<file path="src/rtl/coh_pkg.sv">
package coh_pkg;
  typedef enum logic [1:0] {
    ST_INV = 2'd0,
    ST_SHR = 2'd1,
    ST_MOD = 2'd2
  } line_st_e;

  typedef enum logic [2:0] {
    CMD_NONE   = 3'd0,
    CMD_RDMISS = 3'd1,
    CMD_WRMISS = 3'd2,
    CMD_INVAL  = 3'd3,
    CMD_WBACK  = 3'd4
  } bus_cmd_e;
endpackage

</file>
<file path="src/rtl/coh_line_store.sv">
module coh_line_store
  import coh_pkg::*;
#(
  parameter int LINES = 8,
  parameter int TAG_W = 6,
  localparam int IDX_W = $clog2(LINES)
) (
  input  logic             clk_i,
  input  logic             rst_ni,
  input  logic [IDX_W-1:0] req_idx_i,
  output logic [TAG_W-1:0] req_tag_o,
  output line_st_e         req_st_o,
  input  logic [IDX_W-1:0] snp_idx_i,
  output logic [TAG_W-1:0] snp_tag_o,
  output line_st_e         snp_st_o,
  input  logic [IDX_W-1:0] prb_idx_i,
  output logic [TAG_W-1:0] prb_tag_o,
  output line_st_e         prb_st_o,
  input  logic             we_i,
  input  logic [IDX_W-1:0] w_idx_i,
  input  logic [TAG_W-1:0] w_tag_i,
  input  line_st_e         w_st_i
);
  logic [TAG_W-1:0] tag_a [LINES];
  line_st_e         st_a  [LINES];

  for (genvar i = 0; i < LINES; i++) begin : g_line
    logic [TAG_W-1:0] tag_q;
    line_st_e         st_q;
    always_ff @(posedge clk_i or negedge rst_ni) begin
      if (!rst_ni) begin
        tag_q <= '0;
        st_q  <= ST_INV;
      end else if (we_i && (w_idx_i == IDX_W'(i))) begin
        tag_q <= w_tag_i;
        st_q  <= w_st_i;
      end
    end
    assign tag_a[i] = tag_q;
    assign st_a[i]  = st_q;
  end

  assign req_tag_o = tag_a[req_idx_i];
  assign req_st_o  = st_a[req_idx_i];
  assign snp_tag_o = tag_a[snp_idx_i];
  assign snp_st_o  = st_a[snp_idx_i];
  assign prb_tag_o = tag_a[prb_idx_i];
  assign prb_st_o  = st_a[prb_idx_i];
endmodule

</file>
<file path="src/rtl/coh_snoop_unit.sv">
module coh_snoop_unit
  import coh_pkg::*;
#(
  parameter int TAG_W = 6
) (
  input  logic             clk_i,
  input  logic             rst_ni,
  input  logic             snp_valid_i,
  input  bus_cmd_e         snp_cmd_i,
  input  logic [TAG_W-1:0] snp_tag_i,
  input  logic [TAG_W-1:0] line_tag_i,
  input  line_st_e         line_st_i,
  output logic             upd_o,
  output logic             flush_o
);
  logic match;
  logic is_miss;

  assign match   = snp_valid_i && (line_st_i != ST_INV) && (line_tag_i == snp_tag_i);
  assign is_miss = (snp_cmd_i == CMD_RDMISS) || (snp_cmd_i == CMD_WRMISS);
  assign flush_o = match && (line_st_i == ST_MOD) && is_miss;
  // a peer about to own the block must kill our clean copy
  assign upd_o   = flush_o ||
                   (match && (line_st_i == ST_SHR) &&
                    ((snp_cmd_i == CMD_INVAL) || (snp_cmd_i == CMD_WRMISS)));

  // a peer only invalidates from Shared, so our copy cannot be dirty
  assert_single_writer_R12: assert property (@(posedge clk_i) disable iff (!rst_ni)
    (snp_valid_i && (snp_cmd_i == CMD_INVAL) && (line_tag_i == snp_tag_i))
      |-> (line_st_i != ST_MOD));
endmodule

</file>
<file path="src/rtl/coh_req_fsm.sv">
module coh_req_fsm
  import coh_pkg::*;
#(
  parameter int TAG_W = 6,
  parameter int IDX_W = 3,
  localparam int ADDR_W = TAG_W + IDX_W
) (
  input  logic              clk_i,
  input  logic              rst_ni,
  input  logic              req_valid_i,
  input  logic              req_write_i,
  input  logic [TAG_W-1:0]  req_tag_i,
  input  logic [IDX_W-1:0]  req_idx_i,
  input  logic [TAG_W-1:0]  line_tag_i,
  input  line_st_e          line_st_i,
  input  logic              conflict_i,
  output logic              done_o,
  output logic              hit_o,
  output logic              stall_o,
  output logic              bus_req_o,
  input  logic              bus_gnt_i,
  output bus_cmd_e          bus_cmd_o,
  output logic [ADDR_W-1:0] bus_addr_o,
  output logic              we_o,
  output logic [TAG_W-1:0]  w_tag_o,
  output line_st_e          w_st_o
);
  typedef enum logic [1:0] {S_IDLE, S_WB, S_MISS, S_DONE} fsm_e;

  fsm_e state_q, state_d;
  logic hit_q, hit_d;
  logic tag_hit, fast, victim_mod;

  assign tag_hit    = (line_st_i != ST_INV) && (line_tag_i == req_tag_i);
  assign fast       = tag_hit && (!req_write_i || (line_st_i == ST_MOD));
  assign victim_mod = (line_st_i == ST_MOD) && !tag_hit;

  always_comb begin
    state_d    = state_q;
    hit_d      = hit_q;
    done_o     = 1'b0;
    hit_o      = 1'b0;
    stall_o    = 1'b0;
    bus_req_o  = 1'b0;
    bus_cmd_o  = CMD_NONE;
    bus_addr_o = {req_tag_i, req_idx_i};
    we_o       = 1'b0;
    w_tag_o    = line_tag_i;
    w_st_o     = line_st_i;
    unique case (state_q)
      S_IDLE: begin
        if (req_valid_i) begin
          if (conflict_i) begin
            stall_o = 1'b1;
          end else if (fast) begin
            done_o = 1'b1;
            hit_o  = 1'b1;
          end else begin
            stall_o = 1'b1;
            hit_d   = tag_hit;
            state_d = victim_mod ? S_WB : S_MISS;
          end
        end
      end
      S_WB: begin
        stall_o    = 1'b1;
        bus_cmd_o  = CMD_WBACK;
        bus_addr_o = {line_tag_i, req_idx_i};
        // victim may have been flushed by a snoop while waiting
        bus_req_o  = victim_mod;
        if (!victim_mod) begin
          state_d = S_MISS;
        end else if (bus_gnt_i) begin
          we_o    = 1'b1;
          w_st_o  = ST_INV;
          state_d = S_MISS;
        end
      end
      S_MISS: begin
        stall_o   = 1'b1;
        bus_req_o = 1'b1;
        if (!req_write_i)                          bus_cmd_o = CMD_RDMISS;
        else if (tag_hit && line_st_i == ST_SHR)   bus_cmd_o = CMD_INVAL;
        else                                       bus_cmd_o = CMD_WRMISS;
        if (bus_gnt_i) begin
          we_o    = 1'b1;
          w_tag_o = req_tag_i;
          w_st_o  = req_write_i ? ST_MOD : ST_SHR;
          state_d = S_DONE;
        end
      end
      S_DONE: begin
        done_o  = 1'b1;
        hit_o   = hit_q;
        state_d = S_IDLE;
      end
      default: state_d = S_IDLE;
    endcase
  end

  always_ff @(posedge clk_i or negedge rst_ni) begin
    if (!rst_ni) begin
      state_q <= S_IDLE;
      hit_q   <= 1'b0;
    end else begin
      state_q <= state_d;
      hit_q   <= hit_d;
    end
  end

  assert_addr_hold_R10: assert property (@(posedge clk_i) disable iff (!rst_ni)
    (bus_req_o && !bus_gnt_i) |=> (!bus_req_o || $stable(bus_addr_o)));

  assert_done_after_gnt_R10: assert property (@(posedge clk_i) disable iff (!rst_ni)
    (bus_req_o && bus_gnt_i && (bus_cmd_o != CMD_WBACK)) |=> done_o);
endmodule

</file>
<file path="src/rtl/snoop_coh_ctrl.sv">
module snoop_coh_ctrl
  import coh_pkg::*;
#(
  parameter int LINES = 8,
  parameter int TAG_W = 6,
  localparam int IDX_W  = $clog2(LINES),
  localparam int ADDR_W = TAG_W + IDX_W
) (
  input  logic              clk_i,
  input  logic              rst_ni,
  input  logic              req_valid_i,
  input  logic              req_write_i,
  input  logic [ADDR_W-1:0] req_addr_i,
  output logic              req_done_o,
  output logic              req_hit_o,
  output logic              req_stall_o,
  output logic              bus_req_o,
  input  logic              bus_gnt_i,
  output logic [2:0]        bus_cmd_o,
  output logic [ADDR_W-1:0] bus_addr_o,
  input  logic              snp_valid_i,
  input  logic [2:0]        snp_cmd_i,
  input  logic [ADDR_W-1:0] snp_addr_i,
  output logic              snp_flush_o,
  input  logic [ADDR_W-1:0] probe_addr_i,
  output logic [1:0]        probe_state_o
);
  logic [IDX_W-1:0] req_idx, snp_idx, prb_idx;
  logic [TAG_W-1:0] req_tag, snp_tag, prb_tag;
  logic [TAG_W-1:0] rl_tag, sl_tag, pl_tag;
  line_st_e         rl_st, sl_st, pl_st;
  logic             snp_upd, conflict;
  logic             f_we;
  logic [TAG_W-1:0] f_tag;
  line_st_e         f_st;
  bus_cmd_e         f_cmd;
  logic             we;
  logic [IDX_W-1:0] w_idx;
  logic [TAG_W-1:0] w_tag;
  line_st_e         w_st;

  assign req_idx = req_addr_i[IDX_W-1:0];
  assign req_tag = req_addr_i[ADDR_W-1:IDX_W];
  assign snp_idx = snp_addr_i[IDX_W-1:0];
  assign snp_tag = snp_addr_i[ADDR_W-1:IDX_W];
  assign prb_idx = probe_addr_i[IDX_W-1:0];
  assign prb_tag = probe_addr_i[ADDR_W-1:IDX_W];

  coh_line_store #(.LINES(LINES), .TAG_W(TAG_W)) u_store (
    .clk_i, .rst_ni,
    .req_idx_i(req_idx), .req_tag_o(rl_tag), .req_st_o(rl_st),
    .snp_idx_i(snp_idx), .snp_tag_o(sl_tag), .snp_st_o(sl_st),
    .prb_idx_i(prb_idx), .prb_tag_o(pl_tag), .prb_st_o(pl_st),
    .we_i(we), .w_idx_i(w_idx), .w_tag_i(w_tag), .w_st_i(w_st)
  );

  coh_snoop_unit #(.TAG_W(TAG_W)) u_snoop (
    .clk_i, .rst_ni,
    .snp_valid_i, .snp_cmd_i(bus_cmd_e'(snp_cmd_i)), .snp_tag_i(snp_tag),
    .line_tag_i(sl_tag), .line_st_i(sl_st),
    .upd_o(snp_upd), .flush_o(snp_flush_o)
  );

  // snoop wins over a local request on the same index
  assign conflict = snp_upd && (snp_idx == req_idx);

  coh_req_fsm #(.TAG_W(TAG_W), .IDX_W(IDX_W)) u_fsm (
    .clk_i, .rst_ni,
    .req_valid_i, .req_write_i, .req_tag_i(req_tag), .req_idx_i(req_idx),
    .line_tag_i(rl_tag), .line_st_i(rl_st), .conflict_i(conflict),
    .done_o(req_done_o), .hit_o(req_hit_o), .stall_o(req_stall_o),
    .bus_req_o, .bus_gnt_i, .bus_cmd_o(f_cmd), .bus_addr_o,
    .we_o(f_we), .w_tag_o(f_tag), .w_st_o(f_st)
  );

  assign bus_cmd_o = f_cmd;

  always_comb begin
    if (snp_upd) begin
      we = 1'b1; w_idx = snp_idx; w_tag = sl_tag; w_st = ST_INV;
    end else begin
      we = f_we; w_idx = req_idx; w_tag = f_tag; w_st = f_st;
    end
  end

  assign probe_state_o = ((pl_st != ST_INV) && (pl_tag == prb_tag)) ? pl_st : ST_INV;

  assert_bus_excl_R12: assert property (@(posedge clk_i) disable iff (!rst_ni)
    !(bus_gnt_i && snp_valid_i));
endmodule

</file>
<file path="config.mk">
export PLATFORM = sky130hd
export DESIGN_NAME = snoop_coh_ctrl
export DESIGN_NICKNAME = d
export VERILOG_FILES = /design/src/rtl/coh_pkg.sv /design/src/rtl/coh_line_store.sv /design/src/rtl/coh_snoop_unit.sv /design/src/rtl/coh_req_fsm.sv /design/src/rtl/snoop_coh_ctrl.sv
export SDC_FILE = /design/constraint.sdc
export NUM_CORES = 1
export LEC_CHECK = 0
export CAP_MARGIN = 0
export CORE_AREA = 2 2 97 99
export CTS_CLUSTER_DIAMETER = 60
export DETAILED_ROUTE_END_ITERATION = 12
export DIE_AREA = 0 0 99 101
export GPL_ROUTABILITY_DRIVEN = 0
export GPL_TIMING_DRIVEN = 0
export PLACE_DENSITY = 0.8
export SETUP_SLACK_MARGIN = 0.3
export SLEW_MARGIN = 30
export SYNTH_ARGS = -nofsm -noshare
export SYNTH_HDL_FRONTEND = slang
export SYNTH_SLANG_ARGS = --single-unit
</file>
<file path="constraint.sdc">
create_clock -name clk_i -period 4.7 [get_ports clk_i]
set_input_delay 0.94 -clock clk_i [delete_from_list [all_inputs] [get_ports clk_i]]
set_output_delay 0.94 -clock clk_i [all_outputs]
set_load 0.01 [all_outputs]
</file>
==> flow_summary.yaml, run 1 <==
pwr:
  ir_drop_uv: 187
  leakagePower_nw: 2.82
  p_per_area_nw_per_um2: 427
placement:
  io_buffers: 47
  dp_cells: 570
  place_area_um2: 5740
  hpwl_mm: 10.1
cells_and_area:
  synthToLayoutAreaGrowth_pct: 24.5
  final_cell_area_um2: 6330
  final_cell_mix: "dfrtp_1 (67), mux2_2 (58), clkdlybuf4s50_1 (40), mux4_2 (37), buf_4 (28)"
  drive_above_1_share: 0.435
  nNetsFinal: 533
  layout.cells.non_filler: 607
  diodes: 0
  final_common_cell: "dfrtp_1"
  fillers: 580
route:
  wl_mm: 15.2
  viasPerCell: 6.89
  dr.pass1.iters: 5
  post_drt_wl_per_cell_um: 25.0
  initialDrtViolationCount: 505
  ant_nets: 0
  vias: 4185
  drc: 0
floorplan:
  io_pins: 55
  core_area_um2: 8980
  initial_core_util: 0.567
  chipHeight_um: 101
  die-width_um: 99
  rows: 35
  die_area_um2: 10000
logic_synthesis:
  syn_area_per_cell_um2: 12.4
  synth_seq_cells: 67
  syn_area_um2: 5090
  synth_flop_cell: "dfrtp_1"
  seq_area_frac_synth: 0.330
  synthesis.instances: 411
  async_reset_ff_frac: 1.00
  ys_warn_count: 0
  ys_types: 65
  synth-edff-count: 0
  synthesis.nets: 453
sta:
  period_needed_ns: 4.68
  whs_ns: 0.487
  tightest_slew_ns: 0.779
  rsz0062_at_grt: "true"
  final-hold-violation-count: 0
  maxSlewHeadroom: 0.478
  finClkSkew_ns: 0.0127
  fmax_mhz: 214
  period_share: 0.995
  slew_violations: 0
  setup_viol_count_final: 0
  setup_tns_ns: 0
worst_setup_path:
  slowest_stage: "or4_4"
  cp_top_family: "simple AND/OR/NAND/NOR gates"
  path_buf_inv: 4
  crit_type: "input port to output pin"
  setup.worst_path.end_class: "output pin"
  path_max_fanout: 6
  required_ns: 3.76
  reg2regPathDepth: 9
  critPathLaunchType: "input port"
  cp.arrival_ns: 3.74
  slowest_delay_ns: 0.59
  crit_chain: "buf_6, buf_8, mux2_2, o22ai_1, nor3_1, or4b_4, or4_4, buf_12, o211ai_1, or2_4, a21oi_2, buf_2"
  cp.depth: 12
global_routing:
  grt_usage: 0.309
  grt_max_degree: 41
  grt_pass1_wl_mm: 23.1
  overflow: 0
  grt_antenna_before_repair: 0
  grt_pass1_vias: 4231
clocking:
  cts.sinks: 67
  ctsRootBufferMaster: "clkbuf_8"
  clk_pin_slew_ns: 0.08
  cts_made_buffers: 9
  clock_latency_ns: 0.36
  cts_max_level: 3
  cts_tree: "built"
  clockBufferDepth: 2
  holdBufCountCts: 0
outcome:
  run_status: "complete, no violations"
run:
  cap_violations: 0
hold_path:
  min_path_type: "input port to asynchronous set/reset pin"
-- layout make-up --
cell class	count	area (um^2)	share of cell area
buffer	30	288	0.0454
clock buffer	9	124	0.0196
clock inverter	7	68.8	0.0109
inverter	6	22.5	0.00356
multi-input combinational	308	3380	0.534
sequential	67	1680	0.265
tap	111	139	0.0219
timing repair buffer	69	633	0.100
-- timing repair --
item | 4_1_cts | 5_1_grt
setup endpoints to repair | 72 | 7
gates resized for setup | 72 | 28
pin swaps | 13 | 14
buffers inserted | 16 | 5
-- cells by family (layout without fill, tap and decap cells) --
| kind of cell | after synthesis | count (layout) | share of synthesized area |
|---|---|---|---|
| adders and majority gates | 6 | 6 | 0.0148 |
| and+or+nand+nor | 79 | 79 | 0.0853 |
| xor gates and xnor gates | 15 | 15 | 0.0258 |
| AOI/OAI and AO/OA | 66 | 66 | 0.107 |
| buffers and inverters | 36 | 121 | 0.0398 |
| muxes | 142 | 142 | 0.397 |
| DFF | 67 | 67 | 0.330 |
-- registers in the layout, summed over array words and instances (netlist names) --
signal                count
u_store.g_line.st_q      16
u_fsm.hit_q               1
u_store.g_line.tag_q     48
u_fsm.state_q             2
-- synth_stat cells, types with 4 or more instances --
library cell / n / area, um^2
dfrtp_1: 67 / 1680
mux2_2: 58 / 653
mux4_2: 36 / 811
mux2i_1: 35 / 350
nor2_1: 21 / 78.8
nand2_1: 20 / 75.1
a21oi_1: 12 / 60.1
clkbuf_1: 12 / 45.0
xor2_1: 10 / 87.6
o211ai_1: 9 / 67.6
mux2_4: 8 / 120
a22o_1: 6 / 52.6
buf_4: 6 / 45.0
ha_1: 6 / 75.1
inv_1: 6 / 22.5
a22oi_1: 5 / 37.5
o21ai_0: 5 / 25.0
xnor2_1: 5 / 43.8
a22oi_4: 4 / 85.1
and2_1: 4 / 25.0
buf_2: 4 / 20.0
nor3_1: 4 / 20.0
-- path summary, 6_finish.rpt --
| kind | start | end | slack [ns] |
|---|---|---|---|
| setup / recovery | snp_addr_i[0] | req_done_o | 0.02 |
| hold / removal | rst_ni | u_store.g_line[1].st_q[0]$_DFFE_PN0P_ | 0.49 |
| setup reg to reg | u_store.g_line[7].tag_q[2]$_DFFE_PN0P_ | u_store.g_line[3].tag_q[0]$_DFFE_PN0P_ | 0.95 |
| hold reg to reg | u_fsm.hit_q$_DFFE_PN0P_ | u_fsm.hit_q$_DFFE_PN0P_ | 0.52 |
| max in group asynchronous | rst_ni | u_store.g_line[3].tag_q[3]$_DFFE_PN0P_ | 3.64 |
| min in group clk_i | u_fsm.hit_q$_DFFE_PN0P_ | u_fsm.hit_q$_DFFE_PN0P_ | 0.52 |
-- metrics by stage --
stage,power (mW),setup slack (ns),utilization
6_report,2.71,0.0223,0.706
3_3_place_gp,2.02,-1.11,0.637
5_1_grt,2.84,-0.0574,0.706
4_1_cts,2.60,0.0630,0.689
2_1_floorplan,1.69,0.279,-
3_5_place_dp,2.07,-1.11,0.639
-- layer usage --
metal / wire length (um) / up-vias / GRT usage
met4: 690 / 0 / 0.162
met3: 1450 / 84 / 0.0756
met5: 0 / - / 0
met2: 7350 / 284 / 0.505
li1: - / 1754 / -
met1: 5720 / 2063 / 0.382
-- power by group --
part           leakage [nW]  switching, mW  internal [mW]  total (mW)
registers             0.910          0.165          0.732       0.897
logic                  1.82          0.657          0.662        1.32
clock network        0.0950          0.246          0.243       0.489
total                  2.82           1.07           1.64        2.71
No activity file was read; power rests on OpenSTA's default activity.
==> inputs of run 2 (changes only) <==
--- a/config.mk
+++ b/config.mk
@@ -6,13 +6,13 @@
 export NUM_CORES = 1
 export LEC_CHECK = 0
 export CAP_MARGIN = 0
-export CORE_AREA = 2 2 97 99
+export CORE_AREA = 2 2 94 96
 export CTS_CLUSTER_DIAMETER = 60
 export DETAILED_ROUTE_END_ITERATION = 12
-export DIE_AREA = 0 0 99 101
+export DIE_AREA = 0 0 96 98
 export GPL_ROUTABILITY_DRIVEN = 0
 export GPL_TIMING_DRIVEN = 0
-export PLACE_DENSITY = 0.8
+export PLACE_DENSITY = 0.85
 export SETUP_SLACK_MARGIN = 0.3
 export SLEW_MARGIN = 30
 export SYNTH_ARGS = -nofsm -noshare
==> constraint.sdc (replaced) <==
create_clock -name clk_i -period 5.95 [get_ports clk_i]
set_input_delay 1.19 -clock clk_i [delete_from_list [all_inputs] [get_ports clk_i]]
set_output_delay 1.19 -clock clk_i [all_outputs]
set_load 0.01 [all_outputs]
==> run 2 against run 1 <==
Die area down 5.9%. Sequential share of layout area up 1.5 points. Combinational power down 27%. Final area down 5.2%. Final cell count down 2.8%. Power down 24%. Global-route usage up 0.98 points. Clock skew about the same. Via count down 3.4%.
==> flow_summary.yaml, run 2 (synthesis gave the netlist of run 1 again) <==
worst_setup_path:
  cp.arrival_ns: 4.39
  critPathLaunchType: "input port"
  timing.critical_path.from: "snp_addr_i[0]"
  slowest_stage: "or4_4"
  r2r_setup_slack_ns: 2.28
  setup.worst_path.end_class: "output pin"
  required_ns: 4.76
  slowest_delay_ns: 0.59
  rr_startpoint: "u_store.g_line[6].tag_q[2]$_DFFE_PN0P_"
  crit_type: "input port to output pin"
  reg2regPathDepth: 9
  rr_endpoint: "u_store.g_line[3].st_q[0]$_DFFE_PN0P_"
  crit_chain: "dlygate4sd2_1, buf_6, buf_12, mux4_2, mux2i_4, xor2_1, o221ai_2, or4_4, buf_8, buf_4, nor2_1, o211ai_1, a21oi_1, buf_2"
  path_max_fanout: 10
clocking:
  holdBufCountCts: 0
  cts.sinks: 67
  cts_made_buffers: 9
  cts_tree: "built"
  clockBufferDepth: 2
  clock_latency_ns: 0.37
  clk_pin_slew_ns: 0.08
  cts_max_level: 3
  ctsRootBufferMaster: "clkbuf_8"
route:
  initialDrtViolationCount: 315
  dr.pass1.iters: 5
  post_drt_wl_per_cell_um: 24.4
  wl_mm: 14.4
  drc: 0
  vias: 4044
  ant_nets: 0
  viasPerCell: 6.85
pwr:
  power_frac_comb: 0.469
  p_per_area_nw_per_um2: 342
  seqPwrFrac: 0.345
  internal-power_mw: 1.25
  ir_drop_uv: 137
  swShare: 0.391
  leakagePower_nw: 2.72
  power_switching_mw: 0.803
  power_mw: 2.05
  clock_power_share: 0.186
sta:
  period_share: 0.938
  rsz0062_at_grt: "false"
  finClkSkew_ns: 0.0130
  setup_viol_count_final: 0
  fmax_mhz: 179
  period_needed_ns: 5.58
  whs_ns: 0.529
  setup_tns_ns: 0
  final-hold-violation-count: 0
  maxSlewHeadroom: 0.487
  tightest_slew_ns: 0.770
  slew_violations: 0
hold_path:
  hp-start: "u_fsm.hit_q$_DFFE_PN0P_"
  min_path_type: "flop to flop"
  hold_depth: 1
  hold-path-endpoint: "u_fsm.hit_q$_DFFE_PN0P_"
floorplan:
  rows: 34
  die-width_um: 96
  io_pins: 55
  chipHeight_um: 98
  initial_core_util: 0.601
  core_area_um2: 8470
  die_area_um2: 9410
global_routing:
  grt_pass1_wl_mm: 21.9
  grt_usage: 0.319
  grt_max_degree: 36
  grt_pass1_vias: 4191
  grt_antenna_before_repair: 0
  overflow: 0
placement:
  io_buffers: 47
  hpwl_mm: 10.0
cells_and_area:
  nNetsFinal: 519
  diodes: 0
  reg.largest.list: "u_store.g_line.tag_q (48), u_store.g_line.st_q (16), u_fsm.state_q (2)"
  fillers: 555
  regMostFlops: "u_store.g_line.tag_q"
  final_cell_mix: "dfrtp_1 (67), mux2_2 (58), clkdlybuf4s50_1 (41), mux4_2 (36), mux2i_1 (33)"
  synthToLayoutAreaGrowth_pct: 18.0
  largest_reg_flops: 48
  drive_above_1_share: 0.346
  final_util: 0.709
  final_common_cell: "dfrtp_1"
outcome:
  run_status: "complete, no violations"
run:
  cap_violations: 0
==> run 2: cell count changes in the layout (fill, tap and decap cells not counted), sizes merged <==
cell           before  now
clkinvlp            2    0
clkbuf             19   26
clkdlybuf4s50      40   41
dlygate4sd2         1    4
buf                47   25
clkdlybuf4s15       1    0
==> run 2: final cells by class <==
cell class,instances,area (um^2),share of cell area
Clock buffer,11,131,0.0219
Timing Repair Buffer,55,531,0.0884
Buffer,30,214,0.0356
Clock inverter,5,53.8,0.00896
Sequential cell,67,1680,0.279
Inverter,6,22.5,0.00375
Multi-Input combinational cell,308,3240,0.540
Tap cell,108,135,0.0225
==> run 2: what timing repair did <==
item | 4_1_cts | 5_1_grt
pin swaps | 4 | 0
gates resized for setup | 25 | 8
buffers inserted | 7 | 0
setup endpoints to repair | 5 | 5
==> run 2: critical path, delay by kind of cell <==
family | cells | cell delay, ns
and+or+nand+nor | 2 | 0.71
AOI/OAI and AO/OA | 3 | 0.44
buffers and inverters | 6 | 1.08
muxes | 2 | 0.73
xor gates and xnor gates | 1 | 0.22
==> run 2: metrics by stage <==
step,instance area [um^2],worst slack (ns),std cells
2_1_floorplan,5090,0.881,411
3_3_place_gp,5690,-0.457,566
3_5_place_dp,5710,-0.613,567
4_1_cts,6000,0.371,590
5_1_grt,6000,0.305,590
6_report,6000,0.371,590
==> run 2: worst max path at each step <==
stage / end / cells after the start
after floorplan: req_stall_o / 12
after global placement: req_stall_o / 14
after CTS: probe_state_o[0] / 9
final: req_stall_o / 14
after detailed placement: req_stall_o / 14
after global routing: req_stall_o / 14
==> run 2: power groups by stage <==
stage | Clock [mW] | Sequential (mW) | Combinational, mW
after floorplan | 0 | 0.664 | 0.663
after global placement | 0 | 0.695 | 0.894
after detailed placement | 0 | 0.709 | 0.930
after CTS | 0.377 | 0.701 | 0.941
after global routing | 0.397 | 0.722 | 1.03
final | 0.381 | 0.709 | 0.962
==> run 2: metal layers <==
layer / part of all wire / vias to the layer above / GRT usage
met5: 0 / - / 0
met4: 0.058 / 0 / 0.200
met3: 0.095 / 69 / 0.0787
met2: 0.49 / 266 / 0.512
met1: 0.36 / 1986 / 0.380
li1: - / 1723 / -
